$ cat src/rtl/i2cs_pkg.sv
package i2cs_pkg;
  typedef enum logic [1:0] {
    ST_IDLE,
    ST_LEAD,
    ST_LOW,
    ST_PARKED
  } seq_state_e;

  localparam int FLAG_N = 4;
  localparam int F_SDET = 0;
  localparam int F_DONE = 1;
  localparam int F_BCOL = 2;
  localparam int F_WCOL = 3;
endpackage

$ cat src/rtl/i2cs_sync.sv
module i2cs_sync #(
  parameter int W      = 2,
  parameter int STAGES = 2
) (
  input  logic         clk_i,
  input  logic         rst_ni,
  input  logic [W-1:0] d_i,
  output logic [W-1:0] q_o
);
  logic [W-1:0] pipe_q [STAGES];

  for (genvar g = 0; g < STAGES; g++) begin : g_stage
    logic [W-1:0] src;
    if (g == 0) begin : g_first
      assign src = d_i;
    end else begin : g_next
      assign src = pipe_q[g-1];
    end
    always_ff @(posedge clk_i or negedge rst_ni) begin
      if (!rst_ni) pipe_q[g] <= '1;
      else         pipe_q[g] <= src;
    end
  end

  assign q_o = pipe_q[STAGES-1];
endmodule

$ cat src/rtl/i2cs_baud.sv
module i2cs_baud #(
  parameter int CW = 7
) (
  input  logic          clk_i,
  input  logic          rst_ni,
  input  logic          load_i,
  input  logic [CW-1:0] load_val_i,
  input  logic          halt_i,
  output logic          tick_o
);
  logic [CW-1:0] cnt_q;
  logic          run_q;

  assign tick_o = run_q && (cnt_q == '0);

  // load beats halt/timeout so a phase can chain straight into the next
  always_ff @(posedge clk_i or negedge rst_ni) begin
    if (!rst_ni) begin
      cnt_q <= '0;
      run_q <= 1'b0;
    end else if (load_i) begin
      cnt_q <= load_val_i;
      run_q <= 1'b1;
    end else if (halt_i || tick_o) begin
      run_q <= 1'b0;
    end else if (run_q) begin
      cnt_q <= cnt_q - 1'b1;
    end
  end
endmodule

$ cat src/rtl/i2cs_seq.sv
module i2cs_seq
  import i2cs_pkg::*;
(
  input  logic clk_i,
  input  logic rst_ni,
  input  logic go_i,
  input  logic sda_s_i,
  input  logic scl_s_i,
  input  logic tick_i,
  output logic tmr_load_o,
  output logic tmr_halt_o,
  output logic sda_oe_o,
  output logic busy_o,
  output logic sen_clr_o,
  output logic set_sdet_o,
  output logic set_done_o,
  output logic set_bcol_o
);
  seq_state_e state_q, state_d;

  always_comb begin
    state_d    = state_q;
    tmr_load_o = 1'b0;
    tmr_halt_o = 1'b0;
    sen_clr_o  = 1'b0;
    set_sdet_o = 1'b0;
    set_done_o = 1'b0;
    set_bcol_o = 1'b0;
    unique case (state_q)
      ST_IDLE, ST_PARKED: begin
        if (go_i) begin
          if (sda_s_i && scl_s_i) begin
            state_d    = ST_LEAD;
            tmr_load_o = 1'b1;
          end else begin
            state_d    = ST_IDLE;
            set_bcol_o = 1'b1;
            sen_clr_o  = 1'b1;
          end
        end
      end
      ST_LEAD: begin
        if (!scl_s_i || (tick_i && !sda_s_i)) begin
          state_d    = ST_IDLE;
          tmr_halt_o = 1'b1;
          set_bcol_o = 1'b1;
          sen_clr_o  = 1'b1;
        end else if (tick_i) begin
          state_d    = ST_LOW;
          tmr_load_o = 1'b1;
          set_sdet_o = 1'b1;
        end
      end
      ST_LOW: begin
        if (tick_i) begin
          state_d    = ST_PARKED;
          sen_clr_o  = 1'b1;
          set_done_o = 1'b1;
        end
      end
      default: state_d = ST_IDLE;
    endcase
  end

  always_ff @(posedge clk_i or negedge rst_ni) begin
    if (!rst_ni) state_q <= ST_IDLE;
    else         state_q <= state_d;
  end

  assign sda_oe_o = (state_q == ST_LOW) || (state_q == ST_PARKED);
  assign busy_o   = (state_q == ST_LEAD) || (state_q == ST_LOW);
endmodule

$ cat src/rtl/i2cs_regs.sv
module i2cs_regs
  import i2cs_pkg::*;
#(
  parameter int CMD_W  = 5,
  parameter int DATA_W = 8
) (
  input  logic              clk_i,
  input  logic              rst_ni,
  input  logic              busy_i,
  input  logic              cmd_wr_i,
  input  logic [CMD_W-1:0]  cmd_i,
  input  logic              sen_clr_i,
  input  logic              buf_wr_i,
  input  logic [DATA_W-1:0] buf_data_i,
  input  logic [FLAG_N-1:0] seq_set_i,
  input  logic [FLAG_N-1:0] flag_clr_i,
  output logic              go_o,
  output logic [CMD_W-1:0]  cmd_o,
  output logic [DATA_W-1:0] buf_o,
  output logic [FLAG_N-1:0] flags_o
);
  logic [CMD_W-1:0]  cmd_q;
  logic [DATA_W-1:0] buf_q;
  logic [FLAG_N-1:0] flags_q;
  logic [FLAG_N-1:0] set_all;
  logic              wr_open;

  assign wr_open = !busy_i;
  assign go_o    = cmd_wr_i && cmd_i[0] && wr_open;

  always_ff @(posedge clk_i or negedge rst_ni) begin
    if (!rst_ni) begin
      cmd_q <= '0;
    end else if (cmd_wr_i && wr_open) begin
      cmd_q <= {cmd_i[CMD_W-1:1], cmd_i[0] & ~sen_clr_i};
    end else if (sen_clr_i) begin
      cmd_q[0] <= 1'b0;
    end
  end

  always_ff @(posedge clk_i or negedge rst_ni) begin
    if (!rst_ni)                 buf_q <= '0;
    else if (buf_wr_i && wr_open) buf_q <= buf_data_i;
  end

  always_comb begin
    set_all         = seq_set_i;
    set_all[F_WCOL] = seq_set_i[F_WCOL] | (buf_wr_i & busy_i);
  end

  for (genvar f = 0; f < FLAG_N; f++) begin : g_flag
    always_ff @(posedge clk_i or negedge rst_ni) begin
      if (!rst_ni) flags_q[f] <= 1'b0;
      else         flags_q[f] <= set_all[f] | (flags_q[f] & ~flag_clr_i[f]);
    end
  end

  assign cmd_o   = cmd_q;
  assign buf_o   = buf_q;
  assign flags_o = flags_q;
endmodule

$ cat src/rtl/i2c_start_gen.sv
module i2c_start_gen
  import i2cs_pkg::*;
#(
  parameter int RELOAD_W    = 7,
  parameter int CMD_W       = 5,
  parameter int DATA_W      = 8,
  parameter int SYNC_STAGES = 2
) (
  input  logic                clk_i,
  input  logic                rst_ni,
  input  logic                cmd_wr_i,
  input  logic [CMD_W-1:0]    cmd_i,
  input  logic [RELOAD_W-1:0] reload_i,
  input  logic                buf_wr_i,
  input  logic [DATA_W-1:0]   buf_data_i,
  input  logic [FLAG_N-1:0]   flag_clr_i,
  input  logic                sda_i,
  input  logic                scl_i,
  output logic                sda_oe_o,
  output logic                busy_o,
  output logic [CMD_W-1:0]    cmd_o,
  output logic [DATA_W-1:0]   buf_o,
  output logic                start_det_o,
  output logic                done_irq_o,
  output logic                bus_coll_o,
  output logic                wr_coll_o
);
  localparam int LINES = 2;

  logic [LINES-1:0]  line_s;
  logic              sda_s, scl_s;
  logic              go, tick, tmr_load, tmr_halt, sen_clr;
  logic              set_sdet, set_done, set_bcol;
  logic [FLAG_N-1:0] seq_set, flags;

  i2cs_sync #(.W(LINES), .STAGES(SYNC_STAGES)) i_sync (
    .clk_i (clk_i),
    .rst_ni(rst_ni),
    .d_i   ({scl_i, sda_i}),
    .q_o   (line_s)
  );
  assign sda_s = line_s[0];
  assign scl_s = line_s[1];

  i2cs_baud #(.CW(RELOAD_W)) i_baud (
    .clk_i     (clk_i),
    .rst_ni    (rst_ni),
    .load_i    (tmr_load),
    .load_val_i(reload_i),
    .halt_i    (tmr_halt),
    .tick_o    (tick)
  );

  i2cs_seq i_seq (
    .clk_i     (clk_i),
    .rst_ni    (rst_ni),
    .go_i      (go),
    .sda_s_i   (sda_s),
    .scl_s_i   (scl_s),
    .tick_i    (tick),
    .tmr_load_o(tmr_load),
    .tmr_halt_o(tmr_halt),
    .sda_oe_o  (sda_oe_o),
    .busy_o    (busy_o),
    .sen_clr_o (sen_clr),
    .set_sdet_o(set_sdet),
    .set_done_o(set_done),
    .set_bcol_o(set_bcol)
  );

  always_comb begin
    seq_set         = '0;
    seq_set[F_SDET] = set_sdet;
    seq_set[F_DONE] = set_done;
    seq_set[F_BCOL] = set_bcol;
  end

  i2cs_regs #(.CMD_W(CMD_W), .DATA_W(DATA_W)) i_regs (
    .clk_i     (clk_i),
    .rst_ni    (rst_ni),
    .busy_i    (busy_o),
    .cmd_wr_i  (cmd_wr_i),
    .cmd_i     (cmd_i),
    .sen_clr_i (sen_clr),
    .buf_wr_i  (buf_wr_i),
    .buf_data_i(buf_data_i),
    .seq_set_i (seq_set),
    .flag_clr_i(flag_clr_i),
    .go_o      (go),
    .cmd_o     (cmd_o),
    .buf_o     (buf_o),
    .flags_o   (flags)
  );

  assign start_det_o = flags[F_SDET];
  assign done_irq_o  = flags[F_DONE];
  assign bus_coll_o  = flags[F_BCOL];
  assign wr_coll_o   = flags[F_WCOL];
endmodule

$ cat config.mk
export PLATFORM = sky130hd
export DESIGN_NAME = i2c_start_gen
export DESIGN_NICKNAME = d
export VERILOG_FILES = /design/src/rtl/i2cs_pkg.sv /design/src/rtl/i2cs_sync.sv /design/src/rtl/i2cs_baud.sv /design/src/rtl/i2cs_seq.sv /design/src/rtl/i2cs_regs.sv /design/src/rtl/i2c_start_gen.sv
export SDC_FILE = /design/constraint.sdc
export NUM_CORES = 1
export LEC_CHECK = 0
export BUFFER_PORTS_ARGS = -buffer_cell sky130_fd_sc_hd__buf_4
export CAP_MARGIN = 5
export CORE_MARGIN = 2
export CORE_UTILIZATION = 49
export DETAILED_ROUTE_END_ITERATION = 8
export PLACE_DENSITY = 0.89
export SLEW_MARGIN = 20
export SYNTH_ARGS = -nofsm -noshare
export SYNTH_HDL_FRONTEND = slang
export SYNTH_SLANG_ARGS = --single-unit
$ cat constraint.sdc
create_clock -name clk_i -period 3.1 [get_ports clk_i]
set_input_delay 0.465 -clock clk_i [delete_from_list [all_inputs] [get_ports clk_i]]
set_output_delay 0.465 -clock clk_i [all_outputs]
set_load 0.02 [all_outputs]
; Word level (Yosys, flattened, before mapping)
; Index checks and enable logic that the tools add are counted.
[word_totals]
ff_bits = 31
in_bits = 30
output_inout_bits = 19
elab_cells = 83
[op_classes]
n_addsub = 1
n_eq_ne = 7
mux = 26
bitwise = 15
reduce_logical = 22
[op_table]
columns = operator, n
row1 = 7-bit 2-to-1 mux, 3
row2 = 1-bit 2-to-1 mux, 15
row3 = 2-bit 2-to-1 mux, 4
row4 = 1-bit logical AND, 7
row5 = 7-bit zero test, 1
row6 = 7-bit by 1-bit subtractor with 7-bit output (second input constant), 1
row7 = 1-bit bitwise AND, 6
row8 = 2-bit case mux with 3 select lines, 1
row9 = 2-bit nonzero test, 3
row10 = 1-bit inverter, 5
row11 = 2-bit equality test (second input constant), 2
row12 = 1-bit logical OR, 4
row13 = 2-bit != test (second input constant), 2
row14 = 1-bit OR, 4
row15 = 1-bit case mux with 2 select lines, 2
row16 = 1-bit zero test, 3
row17 = 3-bit by 2-bit != test with 1-bit output (second input constant), 1
row18 = 1-bit case mux with 3 select lines, 1
row19 = 3-bit AND reduction, 1
row20 = 2-bit by 1-bit equality test with 1-bit output (second input constant), 1
row21 = 2-bit zero test, 1
row22 = 2-bit by 1-bit != test with 1-bit output (second input constant), 1
row23 = 2-bit AND reduction, 1
row24 = 2-bit OR reduction, 1

; Depth between registers and ports, before layout
[depth]
word_depth = 9
ltp_mapped = 8

; Modules after synthesis
; Synthesis repeated with hierarchy kept, for this count alone.
[unflattened]
hier_cells = 137
hier_area_um2 = 1530.2
[modules_own_cells]
columns = module, instances, cells_per_inst, area_per_inst_um2
row1 = i2cs_regs, 1, 45, 693.2
row2 = i2cs_baud, 1, 52, 466.7
row3 = i2cs_seq, 1, 35, 261.5
row4 = i2cs_sync, 1, 4, 105.1
row5 = i2c_start_gen, 1, 1, 3.8

; Worst setup path before layout
; OpenSTA, ideal clock, no wires.
[synth_path]
kind = register to register
start = register i_baud.cnt_q[5]
end = register i_baud.cnt_q[0]
setup_ps = 125
arrival_ps = 2043
t_required_ps = 2975
path_slack_ps = 932
stages_incl_launch_ff = 7
synth_period_minus_slack_ps = 2168
cell_sequence = dfrtp_1 -> or4_4 -> buf_6 -> o41a_1 -> nand2b_4 -> buf_6 -> mux2_4
[synth_between]
elab_chain_len = 9
elab_cells_between_ends = 14
classes_between = eq/ne: 1 / mux: 6 / reduce/logical: 7
[synth_rtl]
columns = item, line
row1 = start: declaration, i2cs_baud.sv:11  ; logic [CW-1:0] cnt_q;
row2 = start signal: assignment, i2cs_baud.sv:22  ; cnt_q <= load_val_i;
row3 = start signal: assignment, i2cs_baud.sv:27  ; cnt_q <= cnt_q - 1'b1;
row4 = 7-bit zero test *, i2cs_baud.sv:14  ; assign tick_o = run_q && (cnt_q == '0);
row5 = 1-bit logical AND *, i2cs_baud.sv:14
row6 = 1-bit logical AND, i2cs_seq.sv:43  ; if (!scl_s_i || (tick_i && !sda_s_i)) begin
row7 = 1-bit logical OR, i2cs_seq.sv:43
row8 = 1-bit 2-to-1 mux, i2cs_seq.sv:43
row9 = 1-bit 2-to-1 mux, i2cs_seq.sv:29  ; unique case (state_q)
row10 = 1-bit logical OR, i2cs_baud.sv:24  ; end else if (halt_i || tick_o) begin
row11 = 2-bit by 1-bit != test with 1-bit output (no line), --
row12 = 2-bit AND reduction (no line), --
; Every way passes the cells marked *; elsewhere a longest branch is shown, timed or not.
; A chain may end at the register's enable or synchronous reset.

; Worst setup path in the final report
[layout_path]
start = register i_baud.cnt_q[5]
end = register i_baud.cnt_q[1]
; Same word-level chain as after synthesis.

==> impl_metrics.yaml <==
setup_path:
  path_depth: 4
  setup.worst_path.start: "i_baud.cnt_q[5]"
  crit_buf_inv: 0
  path_max_fanout: 13
  crit_chain: "or4_4 -> o311ai_2 -> mux2i_1 -> mux2_4"
  r2r_setup_slack_ps: 810
  cp_slowest_cell: "o311ai_2"
  endpoint: "i_baud.cnt_q[1]"
  critPathLaunchType: "flip-flop"
  critical_path_required_ps: 3330
  critical_path_class: "reg -> reg"
  cpPeakStageDelay_ps: 760
  crit_arrival_ps: 2520
  r2r_end: "i_baud.cnt_q[1]"
  worstSetupEndpointType: "flip-flop"
  regToRegStartpoint: "i_baud.cnt_q[5]"
  crit_family: "compound AO/OA/AOI/OAI gates"
  r2r_cells: 4
flow_run:
  max-cap-violations: 0
sta:
  maxSlewViolCount: 0
  post-route-period-util_pct: 73.9
  slew_headroom_pct: 43.3
  final.setup.tns_ps: 0
  fin_ws_ps: 808
  final-hold-violation-count: 0
  max_freq_mhz: 436
  rsz0062_at_grt: "false"
  fin_crit_ps: 2290
  setup_viol: 0
  worst_pin_slew_ps: 849
  fin_skew_ps: 12.8
finish:
  final_common_cell: "buf_4"
  num-nets-final: 211
  fin_cells: 208
  multiInputGateArea_sq_um: 631
  n_antenna_cell: 0
  drive_above_1_share_pct: 45.2
  final-seq-area_sq_um: 781
  area_growth_pct: 29.6
  num-fill-cells: 208
  mostFrequentLayoutCells: "buf_4, dfrtp_1, inv_1, mux2_2, nand2_1"
route:
  wire_per_inst_um: 15.8
  drc: 0
  drt-vias-per-instance: 5.50
  first_pass_iters: 4
  wirelength_mm: 3.29
  ant_nets: 0
  drtIter0Drc: 44
  via_count: 1145
clock_tree:
  clock_path_buffers: 2
  clkTransAtPathRegs_ps: 110
  postCtsSetupBuffers: 0
  cts-root-buf: "clkbuf_4"
  cts_buffers: 5
  cts.sinks: 31
  cts_resized: 0
  clkLatencyLatePin_ps: 340
  cts_tree: "done"
  ctsHtreeMaxLevel: 2
  postCtsHoldBufs: 0
yosys:
  synth.net_count: 160
  async_reset_ff_share_pct: 100
  synthDistinctLibCells: 35
  synth_warnings: 0
  synth_edf_count: 0
  ys_seq_elements: 31
  synth_top_area_cell: "dfrtp_1"
  ys.flop_type: "dfrtp_1"
  ys_seq_area_share_pct: 52.5
  yosysTopAreaCellShare_pct: 45.4
  avgSynthCellArea_sq_um: 11.9
  synthTopCellsByArea: "dfrtp_1, mux2_2, dfstp_2"
  syn_area_sq_um: 1490
  synthCells: 125
floorplanning:
  dieWidth_um: 59.1
  die_h_um: 59.1
  core-area_sq_um: 2830
  fp-row-count: 19
  initial_utilization_pct: 52.6
  pin_count: 49
  design.die.area_sq_um: 3490
placement:
  place_worst_setup_slack_ps: 836
  hpwlAfterDp_mm: 2.58
  gp_routability_congestion: 0.770
  port-buffer-count: 48
  place_inst: 200
power:
  leakage_nw: 0.913
  p_clk_share_pct: 17.6
  power_frac_seq_pct: 40.6
  combPwrFrac_pct: 41.8
  peakVddDrop_uv: 521
  cellPowerDensity_nw_per_um2: 808
  net-switching-power_uw: 580
  p_int_uw: 978
  switching_share_pct: 37.2
global_route:
  grt_first_pass_wirelength_mm: 5.49
  antenna_found_initial: 0
  grt_pass1_vias: 1156
  grt_overflow: 0
  track_usage_pct: 22.1
  grt_max_degree: 32
min_path:
  hp-class: "in -> async"
status:
  outcome: "finished clean"
kinds of logic (layout without fill, tap and decap cells):
group | count (synthesis) | in the layout | synth area share [%]
AND/OR/NAND/NOR | 31 | 31 | 12.0
flip-flops | 31 | 31 | 52.5
adder cells (fa/ha/maj) | 5 | 5 | 4.21
buffers and inverters | 16 | 68 | 5.13
AO/OA/AOI/OAI | 24 | 24 | 12.4
multiplexers | 17 | 17 | 13.1
XOR/XNOR | 1 | 1 | 0.589
cell type report:
type                    instances  share of cell area, %
clock buffers                   7                   3.37
clock inverters                 1                  0.389
well taps                      31                   2.01
flip-flops and latches         31                   40.5
multi-input cells              78                   32.7
inverters                      12                   2.34
repair buffers                 48                   18.7
power by group through the flow:
| stage | Sequential [mW] | Clock [mW] | Combinational (mW) |
|---|---|---|---|
| finish | 0.632 | 0.274 | 0.652 |
| global route | 0.647 | 0.299 | 0.715 |
| CTS | 0.630 | 0.281 | 0.659 |
| detailed placement | 0.638 | 0 | 0.656 |
| global placement | 0.622 | 0 | 0.620 |
| floorplan | 0.697 | 0 | 0.357 |
synth_stat cells (3+ instances only):
cell and number:
dfstp_2 4, nand2_1 10, mux2i_1 3, nor3_1 6
ha_1 5, o31ai_1 4, inv_1 12, mux2_2 12
a31oi_1 5, or4_1 4, dfrtp_1 27
metrics by stage:
stage | hold slack (ps) | total power [mW] | util, % | instance area, sq um
after detailed placement | 354 | 1.29 | 65.6 | 1860
after global placement | 350 | 1.24 | 65.6 | 1860
after CTS | 41.9 | 1.57 | 68.2 | 1930
after global routing | 54.8 | 1.66 | 68.2 | 1930
final | 37.9 | 1.56 | 68.2 | 1930
after floorplan | 169 | 1.05 | - | 1490
metal layers:
metal	global-route usage, %	vias to the layer above	wire (um)
met5	0	-	0
li1	-	556	-
met3	7.64	7	126
met1	27.2	557	1330
met4	8.77	0	71
met2	35.6	25	1760
worst min-delay path by stage:
stage / startpoint / slack (ps) / end
3_3_place_gp: i_sync.g_stage[1].src[0] / 350 / i_sync.q_o[0]
4_1_cts: rst_ni / 40 / i_regs.flags_o[1]
2_1_floorplan: rst_ni / 170 / i_baud.cnt_q[0]
6_report: rst_ni / 40 / i_seq.state_q[1]
5_1_grt: rst_ni / 50 / i_baud.cnt_q[2]
3_5_place_dp: i_sync.g_stage[1].src[1] / 350 / i_sync.q_o[1]
state kept, by name, summed over array words and instances (netlist names):
name / flops
i_baud.cnt_q: 7
i_regs.flags_o: 4
i_sync.q_o: 2
i_regs.cmd_o: 5
i_baud.run_q: 1
i_sync.g_stage.src: 2
i_seq.state_q: 2
i_regs.buf_o: 8
Note: power is estimated with default switching activity, not from simulation.
